<file path="config.mk">
export PLATFORM = sky130hd
export DESIGN_NAME = gpio_pad_ctrl
export DESIGN_NICKNAME = d
export VERILOG_FILES = /design/src/rtl/gpio_pad_pkg.sv /design/src/rtl/gpio_sync.sv /design/src/rtl/gpio_regfile.sv /design/src/rtl/gpio_pad_mux.sv /design/src/rtl/gpio_pad_ctrl.sv
export SDC_FILE = /design/constraint.sdc
export NUM_CORES = 2
export LEC_CHECK = 0
export ABC_AREA = 1
export BUFFER_PORTS_ARGS = -buffer_cell sky130_fd_sc_hd__buf_2
export CELL_PAD_IN_SITES_DETAIL_PLACEMENT = 1
export CELL_PAD_IN_SITES_GLOBAL_PLACEMENT = 1
export CORE_AREA = 2 2 656 658
export CTS_BUF_LIST = sky130_fd_sc_hd__clkbuf_4 sky130_fd_sc_hd__clkbuf_8
export CTS_CLUSTER_SIZE = 16
export DETAILED_ROUTE_END_ITERATION = 10
export DIE_AREA = 0 0 658 660
export PLACE_DENSITY_LB_ADDON = 0.1
export SLEW_MARGIN = 20
export SYNTH_ARGS = -nofsm -noshare
export SYNTH_HDL_FRONTEND = slang
export SYNTH_SLANG_ARGS = --single-unit
</file>
<file path="constraint.sdc">
create_clock -name clk -period 6.23 [get_ports clk]
set_clock_uncertainty 0.15 [all_clocks]
set_input_delay 1.246 -clock clk [delete_from_list [all_inputs] [get_ports clk]]
set_output_delay 1.246 -clock clk [all_outputs]
set_load 0.02 [all_outputs]
</file>
<file path="src/rtl/gpio_pad_pkg.sv">
package gpio_pad_pkg;

    localparam int DATA_W    = 32;
    localparam int MODE_W    = 3;
    localparam int NUM_MODES = 8;
    localparam int ALT_N     = NUM_MODES - 1;
    localparam int CFG_W     = 7;
    localparam int WIDX_W    = 4;
    localparam logic [MODE_W-1:0] GPIO_MODE = MODE_W'(NUM_MODES - 1);

    typedef struct packed {
        logic              inv;
        logic              pu;
        logic              pd;
        logic              dir;
        logic [MODE_W-1:0] mode;
    } pad_cfg_t;

    typedef enum logic [2:0] {
        RG_NONE,
        RG_CFG,
        RG_DIN,
        RG_SET,
        RG_CLR,
        RG_DOUT
    } bus_region_e;

endpackage

</file>
<file path="src/rtl/gpio_sync.sv">
module gpio_sync #(
    parameter int W = 80
) (
    input  logic         clk,
    input  logic         rst_n,
    input  logic [W-1:0] d,
    output logic [W-1:0] q
);

    logic [W-1:0] stage1;
    logic [1:0]   seen;

    always_ff @(posedge clk or negedge rst_n) begin
        if (!rst_n) begin
            stage1 <= '0;
            q      <= '0;
        end else begin
            stage1 <= d;
            q      <= stage1;
        end
    end

    always_ff @(posedge clk or negedge rst_n) begin
        if (!rst_n)          seen <= '0;
        else if (seen != 2'd2) seen <= seen + 2'd1;
    end

    assert_sync_delay_R9: assert property (@(posedge clk) disable iff (!rst_n)
        (seen == 2'd2) |-> (q == $past(d, 2)));

endmodule

</file>
<file path="src/rtl/gpio_regfile.sv">
module gpio_regfile
    import gpio_pad_pkg::*;
#(
    parameter int NUM_PADS = 80,
    localparam int NUM_WORDS = (NUM_PADS + DATA_W - 1) / DATA_W,
    localparam int TOT       = NUM_WORDS * DATA_W,
    localparam int PAD_AW    = $clog2(NUM_PADS),
    localparam int ADDR_W    = PAD_AW + 1
) (
    input  logic                  clk,
    input  logic                  rst_n,
    input  logic [ADDR_W-1:0]     bus_addr,
    input  logic                  bus_we,
    input  logic [DATA_W-1:0]     bus_wdata,
    output logic [DATA_W-1:0]     bus_rdata,
    input  logic [NUM_PADS-1:0]   din_vis,
    output pad_cfg_t [NUM_PADS-1:0] cfg_q,
    output logic [NUM_PADS-1:0]   dout
);

    function automatic logic [TOT-1:0] mk_mask();
        logic [TOT-1:0] m;
        m = '0;
        for (int i = 0; i < NUM_PADS; i++) m[i] = 1'b1;
        return m;
    endfunction

    function automatic logic [DATA_W-1:0] word_of(input logic [TOT-1:0] v,
                                                  input logic [WIDX_W-1:0] i);
        return v[int'(i)*DATA_W +: DATA_W];
    endfunction

    localparam logic [TOT-1:0]    VMASK     = mk_mask();
    localparam logic [PAD_AW-1:0] LAST_PAD  = PAD_AW'(NUM_PADS - 1);
    localparam logic [WIDX_W-1:0] LAST_WORD = WIDX_W'(NUM_WORDS - 1);
    localparam logic [ADDR_W-1:0] BELOW_TOP = {1'b0, {(ADDR_W-1){1'b1}}};
    localparam logic [ADDR_W-1:0] LOW_BITS  = {{(ADDR_W-WIDX_W-2){1'b0}}, {(WIDX_W+2){1'b1}}};
    localparam logic [ADDR_W-1:0] HI_MASK   = BELOW_TOP & ~LOW_BITS;

    bus_region_e       region;
    logic [PAD_AW-1:0] pidx;
    logic [WIDX_W-1:0] widx;
    logic [TOT-1:0]    dout_q;
    logic [TOT-1:0]    din_full;
    logic [DATA_W-1:0] wmask;

    assign pidx = bus_addr[PAD_AW-1:0];
    assign widx = bus_addr[WIDX_W-1:0];

    always_comb begin
        region = RG_NONE;
        if (!bus_addr[ADDR_W-1]) begin
            if (pidx <= LAST_PAD) region = RG_CFG;
        end else if (((bus_addr & HI_MASK) == '0) && (widx <= LAST_WORD)) begin
            unique case (bus_addr[WIDX_W+1:WIDX_W])
                2'd0: region = RG_DIN;
                2'd1: region = RG_SET;
                2'd2: region = RG_CLR;
                2'd3: region = RG_DOUT;
            endcase
        end
    end

    always_comb begin
        wmask = bus_wdata & word_of(VMASK, widx);
    end

    always_ff @(posedge clk or negedge rst_n) begin
        if (!rst_n) begin
            for (int i = 0; i < NUM_PADS; i++) begin
                cfg_q[i] <= '{inv: 1'b0, pu: 1'b0, pd: 1'b0, dir: 1'b0, mode: GPIO_MODE};
            end
            dout_q <= '0;
        end else if (bus_we) begin
            unique case (region)
                RG_CFG:  cfg_q[pidx] <= pad_cfg_t'(bus_wdata[CFG_W-1:0]);
                RG_SET:  dout_q[int'(widx)*DATA_W +: DATA_W] <= word_of(dout_q, widx) | wmask;
                RG_CLR:  dout_q[int'(widx)*DATA_W +: DATA_W] <= word_of(dout_q, widx) & ~bus_wdata;
                default: ;
            endcase
        end
    end

    always_comb begin
        din_full                 = '0;
        din_full[NUM_PADS-1:0]   = din_vis;
        bus_rdata                = '0;
        unique case (region)
            RG_CFG:  bus_rdata = DATA_W'(cfg_q[pidx]);
            RG_DIN:  bus_rdata = word_of(din_full, widx);
            RG_DOUT: bus_rdata = word_of(dout_q, widx);
            default: bus_rdata = '0;
        endcase
    end

    assign dout = dout_q[NUM_PADS-1:0];

    assert_cfg_store_R2: assert property (@(posedge clk) disable iff (!rst_n)
        (bus_we && region == RG_CFG) |=>
            (cfg_q[$past(pidx)] == pad_cfg_t'($past(bus_wdata[CFG_W-1:0]))));

    assert_raise_bits_R5: assert property (@(posedge clk) disable iff (!rst_n)
        (bus_we && region == RG_SET) |=>
            ((word_of(dout_q, $past(widx)) & $past(wmask)) == $past(wmask)));

    assert_drop_bits_R6: assert property (@(posedge clk) disable iff (!rst_n)
        (bus_we && region == RG_CLR) |=>
            ((word_of(dout_q, $past(widx)) & $past(bus_wdata)) == '0));

    assert_latch_hold_R10: assert property (@(posedge clk) disable iff (!rst_n)
        !(bus_we && (region == RG_SET || region == RG_CLR)) |=> $stable(dout_q));

    assert_spare_zero_R11: assert property (@(posedge clk) disable iff (!rst_n)
        ((dout_q & ~VMASK) == '0));

endmodule

</file>
<file path="src/rtl/gpio_pad_mux.sv">
module gpio_pad_mux
    import gpio_pad_pkg::*;
#(
    parameter int NUM_PADS = 80
) (
    input  pad_cfg_t [NUM_PADS-1:0]    cfg,
    input  logic [NUM_PADS-1:0]        dout,
    input  logic [NUM_PADS*ALT_N-1:0]  alt_dout,
    input  logic [NUM_PADS*ALT_N-1:0]  alt_oe,
    input  logic [NUM_PADS-1:0]        din_sync,
    output logic [NUM_PADS-1:0]        din_vis,
    output logic [NUM_PADS-1:0]        pad_out,
    output logic [NUM_PADS-1:0]        pad_oe,
    output logic [NUM_PADS-1:0]        pad_pu,
    output logic [NUM_PADS-1:0]        pad_pd
);

    for (genvar p = 0; p < NUM_PADS; p++) begin : g_pad
        pad_cfg_t         c;
        logic [ALT_N-1:0] ad;
        logic [ALT_N-1:0] ao;
        logic             raw;
        logic             oe;

        assign c  = cfg[p];
        assign ad = alt_dout[p*ALT_N +: ALT_N];
        assign ao = alt_oe[p*ALT_N +: ALT_N];

        always_comb begin
            if (c.mode == GPIO_MODE) begin
                raw = dout[p];
                oe  = c.dir;
            end else begin
                raw = ad[c.mode];
                oe  = ao[c.mode];
            end
        end

        assign pad_out[p] = raw ^ c.inv;
        assign pad_oe[p]  = oe;
        assign pad_pu[p]  = c.pu;
        assign pad_pd[p]  = c.pd & ~c.pu;
        assign din_vis[p] = din_sync[p] ^ c.inv;
    end

endmodule

</file>
<file path="src/rtl/gpio_pad_ctrl.sv">
module gpio_pad_ctrl
    import gpio_pad_pkg::*;
#(
    parameter int NUM_PADS = 80,
    localparam int ADDR_W = $clog2(NUM_PADS) + 1
) (
    input  logic                       clk,
    input  logic                       rst_n,
    input  logic [ADDR_W-1:0]          bus_addr,
    input  logic                       bus_we,
    input  logic [DATA_W-1:0]          bus_wdata,
    output logic [DATA_W-1:0]          bus_rdata,
    input  logic [NUM_PADS*ALT_N-1:0]  alt_dout,
    input  logic [NUM_PADS*ALT_N-1:0]  alt_oe,
    output logic [NUM_PADS-1:0]        alt_din,
    input  logic [NUM_PADS-1:0]        pad_in,
    output logic [NUM_PADS-1:0]        pad_out,
    output logic [NUM_PADS-1:0]        pad_oe,
    output logic [NUM_PADS-1:0]        pad_pu,
    output logic [NUM_PADS-1:0]        pad_pd
);

    pad_cfg_t [NUM_PADS-1:0] cfg;
    logic [NUM_PADS-1:0]     dout;
    logic [NUM_PADS-1:0]     din_sync;
    logic [NUM_PADS-1:0]     din_vis;

    gpio_sync #(.W(NUM_PADS)) u_sync (
        .clk   (clk),
        .rst_n (rst_n),
        .d     (pad_in),
        .q     (din_sync)
    );

    gpio_regfile #(.NUM_PADS(NUM_PADS)) u_regs (
        .clk       (clk),
        .rst_n     (rst_n),
        .bus_addr  (bus_addr),
        .bus_we    (bus_we),
        .bus_wdata (bus_wdata),
        .bus_rdata (bus_rdata),
        .din_vis   (din_vis),
        .cfg_q     (cfg),
        .dout      (dout)
    );

    gpio_pad_mux #(.NUM_PADS(NUM_PADS)) u_mux (
        .cfg      (cfg),
        .dout     (dout),
        .alt_dout (alt_dout),
        .alt_oe   (alt_oe),
        .din_sync (din_sync),
        .din_vis  (din_vis),
        .pad_out  (pad_out),
        .pad_oe   (pad_oe),
        .pad_pu   (pad_pu),
        .pad_pd   (pad_pd)
    );

    assign alt_din = din_vis;

    assert_pull_excl_R8: assert property (@(posedge clk) disable iff (!rst_n)
        ((pad_pu & pad_pd) == '0));

endmodule

</file>
; ---- After elaboration in Yosys (flattened, before gate mapping)
; Index checks and enable logic that the tools add are counted.
; Widths: inputs -> output; s select.
[word_totals]
in_bits = 1243
elab_cells = 1406
regBits = 816
out_inout_bits = 432
[classes]
n_reduce_logical = 7
n_bitwise = 324
n_shift = 6
mux = 493
addsub = 1
n_eq_ne = 88
n_lt_le_gt_ge = 84
[ops]
columns = cell, count
row1 = $bwmux 560, 1
row2 = $bmux 1 s3, 160
row3 = $mux 1, 321
row4 = $lt 3x4->1 const B, 80
row5 = $eq 3x3->1 const B, 82
row6 = $bwmux 96, 2
row7 = $pmux 96 s2, 1
row8 = $shiftx 32x33->96, 2
row9 = $shiftx 96x10->32, 2
row10 = $xor 1x1->1, 160
row11 = $pmux 32 s3, 1
row12 = $shift 32x33->96 const A, 1
row13 = $shiftx 96x10->32 const A, 1
row14 = $and 1x1->1, 80
row15 = $not 1->1, 80
row16 = $and 32x32->32, 2
row17 = $bmux 7 s7, 1
row18 = $demux 7 s7, 1
row19 = $neg 9->33, 1
row20 = $not 32->32, 1
row21 = $or 32x32->32, 1
row22 = $mux 7, 2
row23 = $pmux 3 s4, 1
row24 = $logic_not 8->1, 1
row25 = other kinds (13), 18

; ---- Depth between registers and ports, before layout
[logic_depth]
word_depth = 7
ltp_mapped = 16
ltp_nobuf = 14

; ---- Modules after synthesis
; From an unflattened synthesis, not the netlist that was laid out.
[unflattened]
cells_unflattened = 8464
area_unflattened_um2 = 54422.2
[by_module_without_submodules]
columns = mod, cells_each, area_per_inst_um2, seq_area_each_um2, n_inst
row1 = gpio_regfile, 4634, 33852.5, 16716.0, 1
row2 = gpio_pad_mux, 3670, 16565.9, 0.0, 1
row3 = gpio_sync, 160, 4003.8, 4003.8, 1

; ---- Least setup slack after synthesis
; No wires, ideal clock.
[synth_path]
path_kind = input to output
from = input bus_addr[0]
to = output bus_rdata[0]
n_path_buf = 3
arrival_ns = 2.901
path_slack_ns = 1.933
stages = 14
required_time_ns = 4.834
path_cell_list = buf_2 -> inv_2 -> clkbuf_1 -> clkbuf_1 -> nand2_1 -> nand3_1 -> nand2_1 -> nor2_1 -> nor2_1 -> nor2_1 -> nand2_1 -> nand2_1 -> nand2_1 -> o21bai_1
[synth_between]
elab_chain_len = 6
elab_cells_between_ends = 14
cone_classes = order compare: 2 / eq/ne: 3 / shift: 2 / mux: 6 / reduce/logical: 1
[synth_lines]
columns = element, line
row1 = "start, declared", gpio_pad_ctrl.sv:9  ; input logic [ADDR_W-1:0] bus_addr,
row2 = "parallel branches: the longest is 5 deep, another holds $le 7x7->1", n/a
row3 = $pmux 32 s3 *, gpio_regfile.sv:88  ; unique case (region)
row4 = "end, declared", gpio_pad_ctrl.sv:12  ; output logic [DATA_W-1:0] bus_rdata,
; Every way passes the cells marked *. The select of a mux whose other input is x is not followed.

; ---- Final worst setup path
[layout_path]
from = input bus_addr[0]
to = output bus_rdata[4]
; Same word-level chain as after synthesis.

==> reports/metrics.cfg <==
[synth]
synth_flop_cell = dfrtp_1
synth_edf_count = 0
synth_cell_types = 48
seq_area_frac_synth_pct = 39.7
async_reset_ff_share_pct = 100
syn_avg_cell_area_sq_um = 6.77
yosys_register_bits = 816
synth_fp_nets = 8963
ys_warn_count = 0
netlist_instances = 7717
syn-cell-area_sq_um = 52200

[drt]
initialDrtViolationCount = 3646
vias = 60700
drtPass1Iterations = 7
drt_wl_total_mm = 461
wl_per_cell_microns = 30.7
routed_via_density = 4.04
drc = 0
antenna_left = 0

[placement]
place_congestion = 0.851
hpwlAfterDp_mm = 375
numPortBuffers = 1674
dpl-instance-area_sq_um = 66400

[grt]
track_usage_pct = 20.5
antenna_found_initial = 159
grt_start_max_net_pins = 120
grtUsageMet3_pct = 3.51
grt_pass1_vias = 64100
use_met2_pct = 38.1
gr-total-overflow = 0
grt_pass1_wl_mm = 603
use_met1_pct = 24.3
grt-busiest-layer = met2

[die]
die_height_microns = 660
fp-row-count = 240
die_area_sq_um = 434000
initial_core_util_pct = 12.2
design.core.area_sq_um = 427000
die_w_microns = 658
pin_count = 1675

[critical_path]
crit_chain = buf_8 > inv_8 > buf_12 > buf_4 > nand2_1 > nand3_1 > nand2_1 > nor2_1 > nor2_1 > nor2_1 > nand2_1 > nand2_1 > nand2_1 > o21bai_1 > buf_2
path_buf_inv = 5
crit_arrival_ns = 4.37
worst-path-stages = 15
reg2regPathDepth = 11
rrSetupSlack_ns = 3.89
path_delay_family = buffers and inverters
cp_max_fo = 54
timing.critical_path.mode_cell = nand2_1
worstSetupPathType = input port to output pin
critical_path.max_stage_delay_ns = 0.61
start_kind = input port
cp-end-kind = output pin
required_ns = 4.83
cp_slowest_cell = o21bai_1

[clocking]
cts.htree.levels = 4
ctsHoldBuffers = 0
post-cts-setup-buffers = 0
clockBufferDepth = 4
cts_tree = yes
clkTransAtPathRegs_ns = 0.05
ctsResizeCount = 0
root_buffer = clkbuf_8
cts_buffers = 192
clk_latency_ns = 1.02
cts.sinks = 816

[pwr]
peakVddDrop_v = 0.000131
clkPwrFrac_pct = 44.4
p_seq_share_pct = 36.5
power_density_nw_per_um2 = 230
internal_power_w = 0.0106
combPwrFrac_pct = 19.1
swShare_pct = 34.9
p_sw_w = 0.00570
leakagePower_nw = 32.3

[finish]
fillers = 51700
drive_gt1_share_pct = 26.9
area_growth_pct = 35.7
final_core_utilization_pct = 16.6
layout.nets = 10400
fin_area_sq_um = 70900

[flow_run]
cap_violations = 0

[sta]
min_period_ns = 5.77
fin_crit_sh_pct = 92.6
setup_viol = 0
max_freq_mhz = 173
hold_ws_ns = 0.136
fin_tns_setup_ns = 0
worstMarginPinSlew_ns = 1.13
hold_viol = 0
rsz0062_at_grt = no
slew_headroom_pct = 24.5
report.final.slew_viol_count = 0

[min_path]
hold_path_class = input port to async pin

[outcome]
status = finished clean

cell usage after synthesis (all sizes together), types with 45 or more instances:
cell,n,area (sq um)
buf,301,1890
a21oi,133,666
o31ai,78,586
o22ai,57,357
clkbuf,293,1100
xnor2,68,596
nor2,862,3330
o21ai,801,4010
nand2,2494,9390
o21a,49,368
xor2,93,815
nand3,867,4340
dfrtp,576,14400
nand4,45,282
inv,527,1980
dfstp,240,6310
worst paths after layout:
kind	start	endpoint
max in group asynchronous	rst_n	u_sync.q[12]
worst max-delay path	bus_addr[0]	bus_rdata[4]
worst min-delay path	rst_n	u_sync.stage1[63]
min in group clk	pad_in[41]	u_sync.stage1[41]
worst min register to register	u_sync.stage1[35]	u_sync.q[35]
worst max register to register	u_regs.dout_q[34]	u_regs.dout_q[2]
per-layer routing:
metal  wire length [microns]  vias to the layer above  part of all wire (%)
met1                  188000                    30500                    41
met4                   11100                       58                   2.4
met5                     365                        -                 0.079
met3                   22200                      452                   4.8
li1                        -                    27900                     -
met2                  240000                     1733                    52
kinds of logic (layout without fill, tap and decap cells):
logic type,Yosys count,in the layout,synth area share (%)
AND/OR/NAND/NOR,4295,4295,33.5
AO/OA/AOI/OAI,1286,1286,14.2
buffers and inverters,1151,2708,9.73
flip-flops,816,816,39.7
XOR/XNOR,161,161,2.70
multiplexers,5,5,0.0959
adder cells (fa/ha/maj),3,3,0.0719
other,0,57,0
sequential cells by signal, indices dropped and copies added, names as in the netlist:
register / cells
u_regs.cfg_q: 560
u_regs.dout_q: 96
u_sync.q: 80
u_sync.stage1: 80
power by group through the flow:
stage	Combinational (W)	Sequential [W]	Clock (W)
after floorplan	0.00145	0.00576	0
after global placement	0.00322	0.00605	0
after detailed placement	0.00324	0.00605	0
after CTS	0.00325	0.00597	0.00758
after global routing	0.00340	0.00599	0.00777
final	0.00312	0.00595	0.00725
final cells by class:
class	instances	area, sq um	area share (%)
sequential	816	20700	29.2
multi-input combinational	5750	26800	37.8
inverter	557	2140	3.02
clock buffer	316	3910	5.52
tap	5687	7120	10.0
antenna	57	143	0.201
timing repair buffer	1796	9710	13.7
clock inverter	39	358	0.505
layout by cell type, fill, tap and decap left out, types with 7 or more instances in the layout:
cell type,synthesis,layout
dfstp_2,240,240
inv_6,0,9
nor3_1,23,23
o22ai_1,57,57
inv_1,514,506
o21ai_1,54,54
a311oi_1,21,21
nor2_4,8,21
o211ai_1,18,18
clkbuf_4,0,70
nand4_1,45,45
nand3_1,866,864
o2111ai_1,13,13
clkinv_1,30,28
o31ai_1,78,78
clkbuf_8,0,246
xnor2_1,68,48
o21a_1,49,49
a32o_1,22,22
xnor2_2,0,19
a21oi_1,133,133
nand2_2,7,7
o21bai_1,8,8
a211oi_1,7,7
nor2_2,13,17
buf_12,0,29
dfrtp_1,576,576
buf_4,166,99
nand2_1,2486,2484
o221ai_1,16,16
diode_2,0,57
buf_2,105,1663
o21ai_0,747,747
o311ai_0,38,38
a31oi_1,7,7
nor2_1,841,824
clkinv_2,0,24
xor2_1,93,89
inv_2,13,13
worst reg2reg max path, delay by kind of cell, from the launching register on:
family / cells / cell delay, ns
buf+inv: 2 / 0.61
simple gates: 7 / 0.62
compound gates: 2 / 0.38
flops: 1 / 0.38
through the flow:
step                      instances  setup WS, ns  power, W
after global routing          15000         0.397    0.0172
final                         15000         0.461    0.0163
after detailed placement      14600         0.440   0.00929
after CTS                     15000         0.437    0.0168
after floorplan                7717          1.93   0.00721
after global placement        14600         0.426   0.00928
Note: power is estimated with default switching activity, not from simulation.
